<file path="src/rtl/mdm_pkg.sv">
package mdm_pkg;
    localparam int REG_W    = 8;
    localparam int LINE_W   = 4;
    localparam int KEEP_W   = 5;
    localparam int LOOP_BIT = 4;

    typedef enum logic {
        MODE_EXT  = 1'b0,
        MODE_LOOP = 1'b1
    } mode_e;

    // bit order matches status byte 7:4 and flag bits 3:0
    typedef struct packed {
        logic dcd;
        logic ri;
        logic dsr;
        logic cts;
    } lines_t;

    // bit order matches control byte 3:0
    typedef struct packed {
        logic out2;
        logic out1;
        logic rts;
        logic dtr;
    } ctl_t;

    localparam lines_t LINES_AT_RESET = '{dcd: 1'b1, ri: 1'b0, dsr: 1'b1, cts: 1'b0};
endpackage

</file>
<file path="src/rtl/mdm_ctrl_reg.sv">
module mdm_ctrl_reg
    import mdm_pkg::*;
(
    input  logic             clk,
    input  logic             rst_n,
    input  logic             wr,
    input  logic [REG_W-1:0] wdata,
    output ctl_t             ctl_d,
    output mode_e            mode_d,
    output ctl_t             ctl_q,
    output mode_e            mode_q,
    output logic             rts_pin,
    output logic             dtr_pin,
    output logic             out1_pin,
    output logic             out2_pin
);
    logic unused_hi_bits;
    assign unused_hi_bits = ^wdata[REG_W-1:KEEP_W];

    // next-state of the mode machine
    always_comb begin
        mode_d = mode_q;
        unique case (mode_q)
            MODE_EXT:  if (wr && wdata[LOOP_BIT])  mode_d = MODE_LOOP;
            MODE_LOOP: if (wr && !wdata[LOOP_BIT]) mode_d = MODE_EXT;
            default:   mode_d = MODE_EXT;
        endcase
    end

    assign ctl_d = wr ? ctl_t'(wdata[LINE_W-1:0]) : ctl_q;

    always_ff @(posedge clk or negedge rst_n) begin
        if (!rst_n) begin
            mode_q <= MODE_EXT;
            ctl_q  <= '0;
        end else begin
            mode_q <= mode_d;
            ctl_q  <= ctl_d;
        end
    end

    // outputs per state
    always_comb begin
        out1_pin = ctl_q.out1;
        out2_pin = ctl_q.out2;
        unique case (mode_q)
            MODE_EXT: begin
                rts_pin = ctl_q.rts;
                dtr_pin = ctl_q.dtr;
            end
            MODE_LOOP: begin
                rts_pin = 1'b0;
                dtr_pin = 1'b0;
            end
            default: begin
                rts_pin = 1'b0;
                dtr_pin = 1'b0;
            end
        endcase
    end

    a_r1_loop_follows_write: assert property (@(posedge clk) disable iff (!rst_n)
        wr |=> ((mode_q == MODE_LOOP) == $past(wdata[LOOP_BIT])));
    a_r1_ctl_follows_write: assert property (@(posedge clk) disable iff (!rst_n)
        wr |=> (ctl_q == $past(wdata[LINE_W-1:0])));
    a_r4_loop_pins_low: assert property (@(posedge clk) disable iff (!rst_n)
        (mode_q == MODE_LOOP) |-> (!rts_pin && !dtr_pin));
    a_r5_ext_pins_follow: assert property (@(posedge clk) disable iff (!rst_n)
        (mode_q == MODE_EXT) |-> (rts_pin == ctl_q.rts && dtr_pin == ctl_q.dtr));
endmodule

</file>
<file path="src/rtl/mdm_line_sel.sv">
module mdm_line_sel
    import mdm_pkg::*;
(
    input  mode_e  mode,
    input  ctl_t   ctl,
    input  logic   pin_cts,
    input  logic   pin_ri,
    output lines_t lines
);
    always_comb begin
        unique case (mode)
            MODE_LOOP: begin
                lines.cts = ctl.rts;
                lines.dsr = ctl.dtr;
                lines.ri  = ctl.out1;
                lines.dcd = ctl.out2;
            end
            MODE_EXT: begin
                lines.cts = pin_cts;
                lines.dsr = 1'b1;
                lines.ri  = pin_ri;
                lines.dcd = 1'b1;
            end
            default: lines = LINES_AT_RESET;
        endcase
    end
endmodule

</file>
<file path="src/rtl/mdm_delta_track.sv">
module mdm_delta_track
    import mdm_pkg::*;
(
    input  logic              clk,
    input  logic              rst_n,
    input  lines_t            lines_d,
    input  logic              rd_clr,
    output lines_t            lines_q,
    output logic [LINE_W-1:0] delta_q
);
    lines_t             events;
    logic [LINE_W-1:0]  delta_d;

    always_comb begin
        events.cts = lines_d.cts ^ lines_q.cts;
        events.dsr = lines_d.dsr ^ lines_q.dsr;
        events.dcd = lines_d.dcd ^ lines_q.dcd;
        events.ri  = lines_q.ri & ~lines_d.ri;
        delta_d    = (rd_clr ? '0 : delta_q) | events;
    end

    always_ff @(posedge clk or negedge rst_n) begin
        if (!rst_n) begin
            lines_q <= LINES_AT_RESET;
            delta_q <= '0;
        end else begin
            lines_q <= lines_d;
            delta_q <= delta_d;
        end
    end

    a_r8_flags_sticky: assert property (@(posedge clk) disable iff (!rst_n)
        !rd_clr |=> ((delta_q & $past(delta_q)) == $past(delta_q)));
    a_r9_read_clears: assert property (@(posedge clk) disable iff (!rst_n)
        rd_clr ##1 $stable(lines_q) |-> (delta_q == '0));
    a_r7_ring_trailing: assert property (@(posedge clk) disable iff (!rst_n)
        ($past(lines_q.ri) && !lines_q.ri) |-> delta_q[2]);
    a_r6_cts_change: assert property (@(posedge clk) disable iff (!rst_n)
        (lines_q.cts != $past(lines_q.cts)) |-> delta_q[0]);
endmodule

</file>
<file path="src/rtl/mdm_status_top.sv">
module mdm_status_top
    import mdm_pkg::*;
(
    input  logic             clk,
    input  logic             rst_n,
    input  logic             mcr_wr,
    input  logic [REG_W-1:0] mcr_wdata,
    input  logic             msr_rd,
    input  logic             pin_cts,
    input  logic             pin_ri,
    output logic [REG_W-1:0] msr_q,
    output logic [REG_W-1:0] mcr_q,
    output logic             rts_out,
    output logic             dtr_out,
    output logic             out1_out,
    output logic             out2_out,
    output logic             delta_irq
);
    ctl_t              ctl_d, ctl_q;
    mode_e             mode_d, mode_q;
    lines_t            lines_d, lines_q;
    logic [LINE_W-1:0] delta_q;

    mdm_ctrl_reg u_ctrl (
        .clk      (clk),
        .rst_n    (rst_n),
        .wr       (mcr_wr),
        .wdata    (mcr_wdata),
        .ctl_d    (ctl_d),
        .mode_d   (mode_d),
        .ctl_q    (ctl_q),
        .mode_q   (mode_q),
        .rts_pin  (rts_out),
        .dtr_pin  (dtr_out),
        .out1_pin (out1_out),
        .out2_pin (out2_out)
    );

    mdm_line_sel u_sel (
        .mode    (mode_d),
        .ctl     (ctl_d),
        .pin_cts (pin_cts),
        .pin_ri  (pin_ri),
        .lines   (lines_d)
    );

    mdm_delta_track u_track (
        .clk     (clk),
        .rst_n   (rst_n),
        .lines_d (lines_d),
        .rd_clr  (msr_rd),
        .lines_q (lines_q),
        .delta_q (delta_q)
    );

    assign mcr_q     = {{(REG_W-KEEP_W){1'b0}}, (mode_q == MODE_LOOP), ctl_q};
    assign msr_q     = {lines_q, delta_q};
    assign delta_irq = |delta_q;

    a_r1_upper_zero: assert property (@(posedge clk) disable iff (!rst_n)
        mcr_q[REG_W-1:KEEP_W] == '0);
    a_r3_forced_lines: assert property (@(posedge clk) disable iff (!rst_n)
        !mcr_q[LOOP_BIT] |-> (msr_q[7] && msr_q[5]));
    a_r4_loop_rts_map: assert property (@(posedge clk) disable iff (!rst_n)
        mcr_q[LOOP_BIT] |-> (msr_q[4] == mcr_q[1] && msr_q[7] == mcr_q[3]));
    a_r11_irq_flag: assert property (@(posedge clk) disable iff (!rst_n)
        delta_irq == (msr_q[3:0] != '0));
endmodule

</file>
<file path="config.mk">
export PLATFORM = sky130hd
export DESIGN_NAME = mdm_status_top
export DESIGN_NICKNAME = d
export VERILOG_FILES = /design/src/rtl/mdm_pkg.sv /design/src/rtl/mdm_ctrl_reg.sv /design/src/rtl/mdm_line_sel.sv /design/src/rtl/mdm_delta_track.sv /design/src/rtl/mdm_status_top.sv
export SDC_FILE = /design/constraint.sdc
export NUM_CORES = 1
export LEC_CHECK = 0
export ABC_AREA = 1
export BUFFER_PORTS_ARGS = -buffer_cell sky130_fd_sc_hd__buf_2
export CORE_UTILIZATION = 39
export DETAILED_ROUTE_END_ITERATION = 10
export GPL_TIMING_DRIVEN = 0
export PLACE_DENSITY = 0.79
export SYNTH_ARGS = -nofsm -noshare
export SYNTH_HDL_FRONTEND = slang
export SYNTH_SLANG_ARGS = --single-unit
</file>
<file path="constraint.sdc">
create_clock -name clk -period 1 [get_ports clk]
set_clock_uncertainty 0.05 [all_clocks]
set_input_delay 0 -clock clk [delete_from_list [all_inputs] [get_ports clk]]
set_output_delay 0 -clock clk [all_outputs]
set_load 0.005 [all_outputs]
</file>
==> metrics.txt <==
# TYPE chip_impl_metric gauge
chip_impl_metric{name="die_height",unit="µm"} 44.4
chip_impl_metric{name="std_cell_rows",unit=""} 14
chip_impl_metric{name="synth-edff-count",unit=""} 0
chip_impl_metric{name="first_iter_violations",unit=""} 7
chip_impl_metric{name="diodes",unit=""} 0
chip_impl_info{name="startpoint_type",value="flip-flop"} 1
chip_impl_metric{name="cts_buffers",unit=""} 3
chip_impl_metric{name="holdPathStages",unit=""} 3
chip_impl_metric{name="yosysTopAreaCellShare",unit=""} 0.394
chip_impl_metric{name="antenna_violations_before_repair",unit=""} 0
chip_impl_metric{name="seqPwrFrac",unit=""} 0.483
chip_impl_metric{name="fmax",unit="MHz"} 973
chip_impl_metric{name="overflow",unit=""} 0
chip_impl_metric{name="place_area",unit="µm²"} 872
chip_impl_metric{name="total_switching_power",unit="mW"} 0.392
chip_impl_metric{name="dieArea",unit="mm²"} 0.00197
chip_impl_metric{name="postLayoutCellArea",unit="mm²"} 0.00104
chip_impl_metric{name="pin_count",unit=""} 35
chip_impl_info{name="post-synth-top-count-cell",value="sky130_fd_sc_hd__nand2_1"} 1
chip_impl_metric{name="gpl.final_weighted_congestion",unit=""} 0.721
chip_impl_metric{name="clock_sink_count",unit=""} 13
chip_impl_metric{name="dr.pass1.iters",unit=""} 4
chip_impl_metric{name="synth_cell_types",unit=""} 16
chip_impl_metric{name="reg2reg_depth",unit=""} 5
chip_impl_metric{name="postSynthCellCount",unit=""} 79
chip_impl_info{name="synth.largest_area_cell",value="sky130_fd_sc_hd__dfrtp_1"} 1
chip_impl_metric{name="cp.required",unit="ps"} 950
chip_impl_metric{name="share_clk_of_total_power",unit=""} 0.235
chip_impl_metric{name="power_switching_share",unit=""} 0.294
chip_impl_metric{name="vias",unit=""} 625
chip_impl_metric{name="synth_seq_cells",unit=""} 13
chip_impl_metric{name="power_frac_comb",unit=""} 0.282
chip_impl_metric{name="yosysSeqAreaShare",unit=""} 0.469
chip_impl_metric{name="asyncSetResetFlopFracSynth",unit=""} 1.00
chip_impl_metric{name="yosysWarningCount",unit=""} 0
chip_impl_metric{name="timing_max_transition_violations_final",unit=""} 0
chip_impl_metric{name="die_w",unit="µm"} 44.4
chip_impl_metric{name="cts.reportedPaths.clkPinSlew",unit="ps"} 80
chip_impl_metric{name="fin_hold_ws",unit="ps"} -8.18
chip_impl_metric{name="clock_path_buffers",unit=""} 2
chip_impl_metric{name="power-per-cell-area",unit="mW/mm²"} 1290
chip_impl_info{name="dominantRegCellSynth",value="sky130_fd_sc_hd__dfrtp_1"} 1
chip_impl_info{name="result_of_the_run",value="finished with violations"} 1
chip_impl_info{name="setup.worst_path.class",value="reg2out"} 1
chip_impl_metric{name="critical_path_arrival",unit="ps"} 980
chip_impl_metric{name="post_route_cells_drive_above_1_share",unit=""} 0.479
chip_impl_metric{name="post_drt_via_cell_ratio",unit=""} 4.31
chip_impl_metric{name="cap_viol_max_count",unit=""} 0
chip_impl_info{name="timing.hold.worst.class",value="in2reg"} 1
chip_impl_metric{name="period_needed",unit="ps"} 1030
chip_impl_metric{name="final-setup-viol-count",unit=""} 2
chip_impl_metric{name="gr-usage-all-layers",unit=""} 0.161
chip_impl_metric{name="grt_first_pass_wirelength",unit="µm"} 2240
chip_impl_metric{name="final_hold_viol_count",unit=""} 2
chip_impl_metric{name="syn2layout_area_growth",unit="%"} 48.1
chip_impl_metric{name="drt.antenna.violating_nets",unit=""} 0
chip_impl_metric{name="vias_in_the_first_global_route",unit=""} 555
chip_impl_metric{name="clk_latency",unit="ps"} 270
chip_impl_metric{name="final_critical_path_setup_slack",unit="ps"} -27.2
chip_impl_info{name="rsz_0062_raised_after_global_routing",value="true"} 1
chip_impl_metric{name="vdd_ir_drop_max",unit="µV"} 766
chip_impl_metric{name="post_drt_wl_per_cell",unit="µm"} 9.90
chip_impl_metric{name="cell_internal_pwr",unit="mW"} 0.941
chip_impl_metric{name="maximum_fanout_encountered_on_the_critical_timing_path",unit=""} 4
chip_impl_metric{name="layout_worst_path_cycle_share",unit=""} 1.03
chip_impl_metric{name="fin_total_pwr",unit="mW"} 1.33
chip_impl_metric{name="nets",unit=""} 136
chip_impl_metric{name="setup_tns_final",unit="ps"} -39.7
chip_impl_metric{name="synthesized_cell_area",unit="µm²"} 699
chip_impl_info{name="violated_checks",value="negative hold slack, negative setup slack"} 1
chip_impl_metric{name="grt_start_max_net_pins",unit=""} 14
chip_impl_info{name="top_post_synthesis_cells_by_count",value="sky130_fd_sc_hd__nand2_1, sky130_fd_sc_hd__dfrtp_1, sky130_fd_sc_hd__inv_1"} 1
chip_impl_info{name="synth.top_cells.by_area",value="sky130_fd_sc_hd__dfrtp_1, sky130_fd_sc_hd__nand2_1, sky130_fd_sc_hd__dfstp_2, sky130_fd_sc_hd__buf_4, sky130_fd_sc_hd__inv_1"} 1
chip_impl_metric{name="dp_hpwl",unit="µm"} 1010
chip_impl_metric{name="cts-htree-levels",unit=""} 1
chip_impl_metric{name="place.port_buffers",unit=""} 27
chip_impl_info{name="tritoncts",value="yes"} 1
chip_impl_metric{name="coreArea",unit="mm²"} 0.00159
chip_impl_info{name="clockRootBuffer",value="sky130_fd_sc_hd__clkbuf_4"} 1
chip_impl_metric{name="route.final.wire_length",unit="µm"} 1440
chip_impl_info{name="setup.worst_path.end_class",value="primary output"} 1
chip_impl_metric{name="effective_utilization_at_floorplan",unit=""} 0.439
chip_impl_metric{name="syn-mean-instance-area",unit="µm²"} 8.85
chip_impl_metric{name="remaining_drc_errors",unit=""} 0
chip_impl_metric{name="power.static_leakage",unit="nW"} 0.573
-- through the flow --
step                utilization  setup WS, ps  std cells
global placement          0.547         -25.6        132
floorplan                     -          38.6         81
CTS                       0.629         -38.9        145
detailed placement        0.547         -36.8        132
global route              0.650         -61.9        145
finish                    0.650         -27.2        145
-- repair_timing --
| action | in CTS | in global routing |
|---|---|---|
| buffers inserted | 1 | 1 |
| hold buffers | 8 | 1 |
| pin swaps | 3 | 1 |
| endpoints found under the setup margin | 8 | 12 |
| gates resized for setup | 4 | 6 |
| hold endpoints to repair | 26 | 1 |
-- cell type report --
class                   count  area [µm²]
fillers                   140         558
repair buffers             38         253
plain buffers               5        45.0
clock buffers               4        26.3
multi-input cells          49         303
inverters                  12        50.0
flip-flops and latches     13         329
well taps                  24        30.0
-- logic make-up (layout without fill, tap and decap cells) --
group	Yosys count	after routing	share of synthesized area
simple gates	44	44	0.349
buf+inv	19	59	0.152
flops	13	13	0.469
compound gates	2	2	0.0250
other cells	1	3	0.00536
-- sequential cells by signal, indices dropped and copies added, names as in the netlist --
register	count
u_ctrl.ctl_q	2
u_ctrl.mode_q	1
u_ctrl.out1_pin	1
u_ctrl.out2_pin	1
u_track.delta_q	4
u_track.lines_q	4
-- layer usage --
layer	part of all wire	global-route usage	vias up
met5	0	0	-
met4	0.0028	0.0727	0
met3	0.049	0.0367	2
met2	0.50	0.282	22
met1	0.45	0.186	282
li1	-	-	319
-- critical path: stages, from the launching register on --
cell and delay (ps):
sky130_fd_sc_hd__dfrtp_2 470, sky130_fd_sc_hd__buf_6 140, sky130_fd_sc_hd__buf_6 100
-- path summary, 6_finish.rpt --
kind / start / to / slack, ps
max in group asynchronous: rst_n / u_track.lines_q[1] / 530
setup / recovery: u_ctrl.mode_q / mcr_q[4] / -30
hold reg to reg: u_track.lines_q[2] / u_track.delta_q[2] / 470
min in group asynchronous: rst_n / u_track.delta_q[1] / 100
setup reg to reg: u_ctrl.mode_q / u_track.delta_q[0] / 0
hold / removal: mcr_wr / u_ctrl.ctl_q[0] / -8
-- cell usage in the layout (no fill, tap or decap) --
cell / count
sky130_fd_sc_hd__buf_6: 4
sky130_fd_sc_hd__clkbuf_4: 3
sky130_fd_sc_hd__o21ai_2: 2
sky130_fd_sc_hd__dfrtp_2: 1
sky130_fd_sc_hd__buf_2: 25
sky130_fd_sc_hd__inv_6: 1
sky130_fd_sc_hd__nand2_8: 2
sky130_fd_sc_hd__dfstp_2: 2
sky130_fd_sc_hd__nand3b_1: 1
sky130_fd_sc_hd__nand3_1: 3
sky130_fd_sc_hd__inv_1: 11
sky130_fd_sc_hd__conb_1: 3
sky130_fd_sc_hd__buf_4: 5
sky130_fd_sc_hd__nand2_1: 21
sky130_fd_sc_hd__clkbuf_1: 1
sky130_fd_sc_hd__dlygate4sd3_1: 9
sky130_fd_sc_hd__dfrtp_1: 10
sky130_fd_sc_hd__nand2_2: 4
sky130_fd_sc_hd__nand3_2: 7
sky130_fd_sc_hd__nand2_4: 2
sky130_fd_sc_hd__nor2_1: 4
-- power by group through the flow --
stage | Combinational [mW] | Sequential (mW) | Clock, mW
finish | 0.377 | 0.644 | 0.313
global route | 0.420 | 0.652 | 0.353
CTS | 0.364 | 0.643 | 0.332
detailed placement | 0.319 | 0.653 | 0
global placement | 0.309 | 0.651 | 0
floorplan | 0.181 | 0.655 | 0
Power figures use the tool's default switching activity.
